[src/rtl/chan_sched_pkg.sv]
package chan_sched_pkg;
  localparam logic [1:0] LV_LOW  = 2'd0;
  localparam logic [1:0] LV_MID  = 2'd1;
  localparam logic [1:0] LV_HIGH = 2'd2;
  localparam logic [1:0] LV_OFF  = 2'd3;
  localparam int SEQ_LEN = 7;

  // level of slot i in the repeating sequence
  function automatic logic [1:0] slot_level(input logic [2:0] i);
    case (i)
      3'd1, 3'd5: return LV_MID;
      3'd3:       return LV_LOW;
      default:    return LV_HIGH;
    endcase
  endfunction

  // k-th level tried for a slot of level s (k = 0 is the slot itself)
  function automatic logic [1:0] try_level(input logic [1:0] s, input int k);
    logic [1:0] r;
    r = s;
    if (k == 1) r = (s == LV_HIGH) ? LV_MID : LV_HIGH;
    if (k == 2) r = (s == LV_LOW) ? LV_MID : LV_LOW;
    return r;
  endfunction
endpackage

[src/rtl/sched_pick.sv]
module sched_pick #(
  parameter int N = 32,
  parameter int W = $clog2(N)
) (
  input  logic [N-1:0] vec,
  output logic         found,
  output logic [W-1:0] idx
);
  always_comb begin
    found = 1'b0;
    idx   = '0;
    for (int i = N - 1; i >= 0; i--) begin
      if (vec[i]) begin
        found = 1'b1;
        idx   = W'(i);
      end
    end
  end
endmodule

[src/rtl/sched_slot_seq.sv]
module sched_slot_seq
  import chan_sched_pkg::*;
(
  input  logic       clk,
  input  logic       rst_n,
  input  logic       adv,
  output logic [1:0] cur_lvl
);
  logic [2:0] ptr_q;

  always_ff @(posedge clk or negedge rst_n) begin
    if (!rst_n) ptr_q <= '0;
    else if (adv) ptr_q <= (ptr_q == 3'(SEQ_LEN - 1)) ? 3'd0 : ptr_q + 3'd1;
  end

  assign cur_lvl = slot_level(ptr_q);
endmodule

[src/rtl/chan_sched.sv]
module chan_sched
  import chan_sched_pkg::*;
#(
  parameter int NUM_CH = 32
) (
  input  logic                      clk,
  input  logic                      rst_n,
  input  logic [NUM_CH-1:0]         req_in,
  input  logic [2*NUM_CH-1:0]       lvl_cfg,
  input  logic                      decide,
  output logic                      grant_valid,
  output logic [$clog2(NUM_CH)-1:0] grant_ch,
  output logic [1:0]                grant_lvl,
  output logic [1:0]                slot_lvl
);
  localparam int CH_W = $clog2(NUM_CH);
  localparam int NLV  = 3;

  logic [NUM_CH-1:0]           srr_q, sgr_q;
  logic [NLV-1:0][NUM_CH-1:0]  lvl_mask, elig;
  logic [NLV-1:0]              lv_found;
  logic [NLV-1:0][CH_W-1:0]    lv_idx;
  logic [1:0]                  slot_cur;

  // named decision events
  logic                        fire;
  logic                        any_elig;
  logic [CH_W-1:0]             pick_ch;
  logic [1:0]                  pick_lvl;
  logic [NUM_CH-1:0]           gmask;
  logic [NLV-1:0]              grp_clr;

  sched_slot_seq u_seq (
    .clk     (clk),
    .rst_n   (rst_n),
    .adv     (decide),
    .cur_lvl (slot_cur)
  );

  for (genvar l = 0; l < NLV; l++) begin : g_lvl
    for (genvar c = 0; c < NUM_CH; c++) begin : g_ch
      assign lvl_mask[l][c] = (lvl_cfg[2*c +: 2] == 2'(l));
    end
    assign elig[l] = srr_q & ~sgr_q & lvl_mask[l];
    sched_pick #(.N(NUM_CH), .W(CH_W)) u_pick (
      .vec   (elig[l]),
      .found (lv_found[l]),
      .idx   (lv_idx[l])
    );
    assign grp_clr[l] = fire && (pick_lvl == 2'(l)) && ((elig[l] & ~gmask) == '0);
  end

  assign any_elig = |lv_found;

  always_comb begin
    logic [1:0] lv;
    fire     = 1'b0;
    pick_ch  = '0;
    pick_lvl = LV_LOW;
    for (int k = 0; k < NLV; k++) begin
      lv = try_level(slot_cur, k);
      if (decide && !fire && lv_found[lv]) begin
        fire     = 1'b1;
        pick_lvl = lv;
        pick_ch  = lv_idx[lv];
      end
    end
  end

  assign gmask = fire ? (NUM_CH'(1) << pick_ch) : '0;

  logic [NUM_CH-1:0] sgr_next;
  always_comb begin
    sgr_next = sgr_q | gmask;
    for (int l = 0; l < NLV; l++)
      if (grp_clr[l]) sgr_next = sgr_next & ~lvl_mask[l];
  end

  always_ff @(posedge clk or negedge rst_n) begin
    if (!rst_n) begin
      srr_q       <= '0;
      sgr_q       <= '0;
      grant_valid <= 1'b0;
      grant_ch    <= '0;
      grant_lvl   <= LV_LOW;
      slot_lvl    <= LV_LOW;
    end else begin
      srr_q       <= (srr_q & ~gmask) | req_in;
      sgr_q       <= sgr_next;
      grant_valid <= fire;
      if (fire) begin
        grant_ch  <= pick_ch;
        grant_lvl <= pick_lvl;
      end
      if (decide) slot_lvl <= slot_cur;
    end
  end
endmodule

[config.mk]
export PLATFORM = sky130hd
export DESIGN_NAME = chan_sched
export DESIGN_NICKNAME = d
export VERILOG_FILES = /design/src/rtl/chan_sched_pkg.sv /design/src/rtl/sched_pick.sv /design/src/rtl/sched_slot_seq.sv /design/src/rtl/chan_sched.sv
export SDC_FILE = /design/constraint.sdc
export NUM_CORES = 1
export LEC_CHECK = 0
export BUFFER_PORTS_ARGS = -buffer_cell sky130_fd_sc_hd__buf_2
export CAP_MARGIN = 20
export CORE_UTILIZATION = 54
export CTS_CLUSTER_SIZE = 14
export DETAILED_ROUTE_END_ITERATION = 8
export GPL_TIMING_DRIVEN = 0
export PLACE_DENSITY = 0.79
export SYNTH_ARGS = -nofsm -noshare
export SYNTH_HDL_FRONTEND = slang
export SYNTH_SLANG_ARGS = --single-unit
[constraint.sdc]
create_clock -name clk -period 5 [get_ports clk]
set_input_delay 0.5 -clock clk [delete_from_list [all_inputs] [get_ports clk]]
set_output_delay 0.5 -clock clk [all_outputs]
set_load 0.01 [all_outputs]
==> results.yml <==
yosys:
  synth_most_common_cell: "dfrtp_1"
  synth_top_family_by_area: "simple AND/OR/NAND/NOR gates"
  postSynthAreaPerCell_um2: 8.84
  synth_nets: 966
  synthesis.area_mm2: 0.00765
  synth_compound_area_frac: 0.295
  ys_seq_area_frac: 0.252
  synthAdderAreaFrac: 0.00163
  yosys.area_share.simple: 0.394
  synth_edf_count: 0
  ys_ff_latch: 77
  synth_area_leaders: "dfrtp_1 25%, nor4bb_1 6.8%, nor4b_1 3.3%, nand2b_1 2.9%, nor2_1 2.7%"
  synthXorXnorAreaFrac: 0
  synth_cell_types: 84
  synth_top_area_frac: 0.252
  synthFlopType: "dfrtp_1"
  yosys_warnings: 0
  synthArstFlopShare: 1.00
  synthCells: 866
  synth_mux_area_frac: 0.0263
  synth_common_cells: "77 x dfrtp_1, 56 x nor2_1, 55 x nand2_1"
  synth_top_cell_by_area: "dfrtp_1"
floorplanning:
  dieArea_mm2: 0.0147
  start_util: 0.551
  rows: 43
  fp.dieH_um: 121
  coreArea_mm2: 0.0139
  die_w_um: 121
  ios: 109
critical_path:
  crit_cells: 17
  worstPathArrival_ns: 5.44
  crit_path_start: "srr_q[18]$_DFF_PN0_"
  cpMaxStageDelayCell: "or4_4"
  cp_num_buf_inv: 4
  critical-path-max-stage-delay_ns: 0.57
  path_class: "reg -> reg"
  crit_path_frequent_cell: "or4_4"
  worstPathCellList: "nor4b_2 -> or4_4 -> or4_4 -> buf_12 -> or2_4 -> and3_2 -> and4_1 -> nor2_4 -> buf_4 -> nand2_1 -> a221oi_4 -> o2111ai_1 -> nor4_4 -> buf_6 -> clkbuf_4 -> nand4b_1 -> o211a_1"
  worst-path-max-fanout: 10
  crit_end: "sgr_q[24]$_DFF_PN0_"
  crit_required_ns: 5.24
  r2r-end: "sgr_q[24]$_DFF_PN0_"
  rr_worst_depth: 17
  r2r_slack_ns: -0.19
  path_delay_family: "simple AND/OR/NAND/NOR gates"
  worstReg2RegStart: "srr_q[18]$_DFF_PN0_"
  start_kind: "register"
  endpoint_kind: "register"
clocking:
  clk_pin_slew_ns: 0.06
  worstSkewPairLatency_ns: 0.36
  holdBufCountCts: 0
  clk_path_buf_depth: 2
  cts_tree: "yes"
  ctsRootBufferMaster: "clkbuf_16"
  clkSinkCount: 77
  numCtsBuffers: 9
  htreeDepth: 3
power_and_ir_drop:
  irDropWorstVdd_mv: 0.221
  p_total_w: 0.00464
  power_switching_w: 0.00229
  p_sw_frac: 0.494
  p_per_area_mw_per_mm2: 436
  pwr-share-comb: 0.636
  intPower_w: 0.00235
  power_leakage_nw: 4.23
  p_seq_frac: 0.213
  p_clk_frac: 0.151
timing:
  min_period_over_period: 1.04
  worst_slew_pin_slew_ns: 0.988
  slew_viol_final: 0
  min_period_ns: 5.19
  rsz0062_at_grt: "true"
  skew_ns: 0.00923
  hold_viol: 0
  max_slew_margin: 0.332
  setup_viol: 32
  timing.final.ws_setup_ns: -0.192
  max_freq_ghz: 0.193
worst_hold_path:
  hp-class: "in -> async"
finish:
  drive_above_1_share: 0.392
  diodes: 0
  synthToLayoutAreaGrowth_pct: 39.0
  nets: 1177
  postLayoutCoreUtil: 0.766
global_route:
  grt_pass1_wl_um: 52200
  grt_usage: 0.482
  antenna_found_initial: 0
  grt_pass1_vias: 8665
  grt-ovfl-total: 0
  grt_max_degree: 41
outcome:
  violations: "negative setup slack"
  status: "finished with violations"
drt:
  via_count: 9792
  antenna_left: 0
  dr.pass1.iters: 9
  drc_errors: 0
  wl_per_cell_um: 28.9
  drtIter0Drc: 1470
  viasPerCell: 7.76
  drt_wl_total_um: 36500
place:
  dp_slack_ns: -2.25
  post-dp-hpwl_um: 25400
  gp_congestion: 1.09
  port_buffers: 108
job:
  max_cap_viol_count: 0
## cell type report
type	instances	area, um2
Buffer	29	300
Clock buffer	11	243
Fill cell	998	3240
Multi-Input combinational cell	735	6500
Timing Repair Buffer	200	1280
Inverter	25	93.8
Tap cell	180	225
Sequential cell	77	1930
Clock inverter	5	58.8
## layer usage
| metal | part of all wire | track usage | vias to the layer above |
|---|---|---|---|
| met1 | 0.37 | 0.634 | 4624 |
| li1 | - | - | 4043 |
| met4 | 0.079 | 0.301 | 0 |
| met5 | 0 | 0 | - |
| met2 | 0.41 | 0.685 | 873 |
| met3 | 0.14 | 0.145 | 252 |
## power groups by stage
| stage | sequential [W] | combinational [W] | clock (W) |
|---|---|---|---|
| 6_report | 0.000989 | 0.00295 | 0.000698 |
| 5_1_grt | 0.00102 | 0.00300 | 0.000724 |
| 4_1_cts | 0.000954 | 0.00243 | 0.000692 |
| 3_5_place_dp | 0.000955 | 0.00206 | 0 |
| 3_3_place_gp | 0.000943 | 0.00206 | 0 |
| 2_1_floorplan | 0.000933 | 0.00135 | 0 |
## kinds of logic (layout without fill, tap and decap cells)
family                   after synthesis  count (layout)
AND/OR/NAND/NOR                      431             431
AO/OA/AOI/OAI                        283             283
flip-flops                            77              77
buffers and inverters                 54             270
multiplexers                          20              20
adder cells (fa/ha/maj)                1               1
## sequential cells by signal, summed over array words and instances (netlist names)
name,count
srr_q,32
u_seq.ptr_q,3
grant_ch,5
sgr_q,32
slot_lvl,2
grant_lvl,2
grant_valid,1
## placed cells by master, fill, tap and decap left out, types with 19 or more instances in the layout
| cell type | count |
|---|---|
| nor2_1 | 50 |
| inv_1 | 25 |
| buf_4 | 73 |
| o21ai_0 | 34 |
| nor4bb_2 | 23 |
| nand2b_1 | 35 |
| o21bai_1 | 20 |
| nand2_1 | 47 |
| nor4b_1 | 19 |
| dfrtp_1 | 73 |
| nand4_1 | 22 |
| nor4bb_1 | 24 |
| buf_2 | 120 |
| nand4b_1 | 19 |
## repair_timing
action | CTS | global route
pin swaps | 35 | 33
gates cloned | 2 | 1
buffers inserted | 47 | 28
gates resized for setup | 143 | 105
setup endpoints to repair | 32 | 32
## worst min-delay path by stage
stage	start	depth (start not counted)	slack [ns]	to
2_1_floorplan	rst_n	0	0.20	grant_ch[0]$_DFFE_PN0P_
3_3_place_gp	grant_lvl[1]$_DFFE_PN0P_	2	0.45	grant_lvl[1]$_DFFE_PN0P_
3_5_place_dp	grant_lvl[1]$_DFFE_PN0P_	2	0.46	grant_lvl[1]$_DFFE_PN0P_
4_1_cts	rst_n	1	0.13	sgr_q[25]$_DFF_PN0_
5_1_grt	rst_n	1	0.15	sgr_q[31]$_DFF_PN0_
6_report	rst_n	1	0.11	sgr_q[25]$_DFF_PN0_
## through the flow
stage                     cells  hold slack, ns  setup TNS, ns  instance area, um2
after detailed placement   1168           0.458         -60.36                8510
after global placement     1154           0.455         -69.70                8420
final                      1262           0.106          -4.67               10600
after global routing       1262           0.146          -6.55               10600
after CTS                  1232           0.133          -2.11                9880
after floorplan             866           0.204              0                7650
Note: power is estimated with default switching activity, not from simulation.
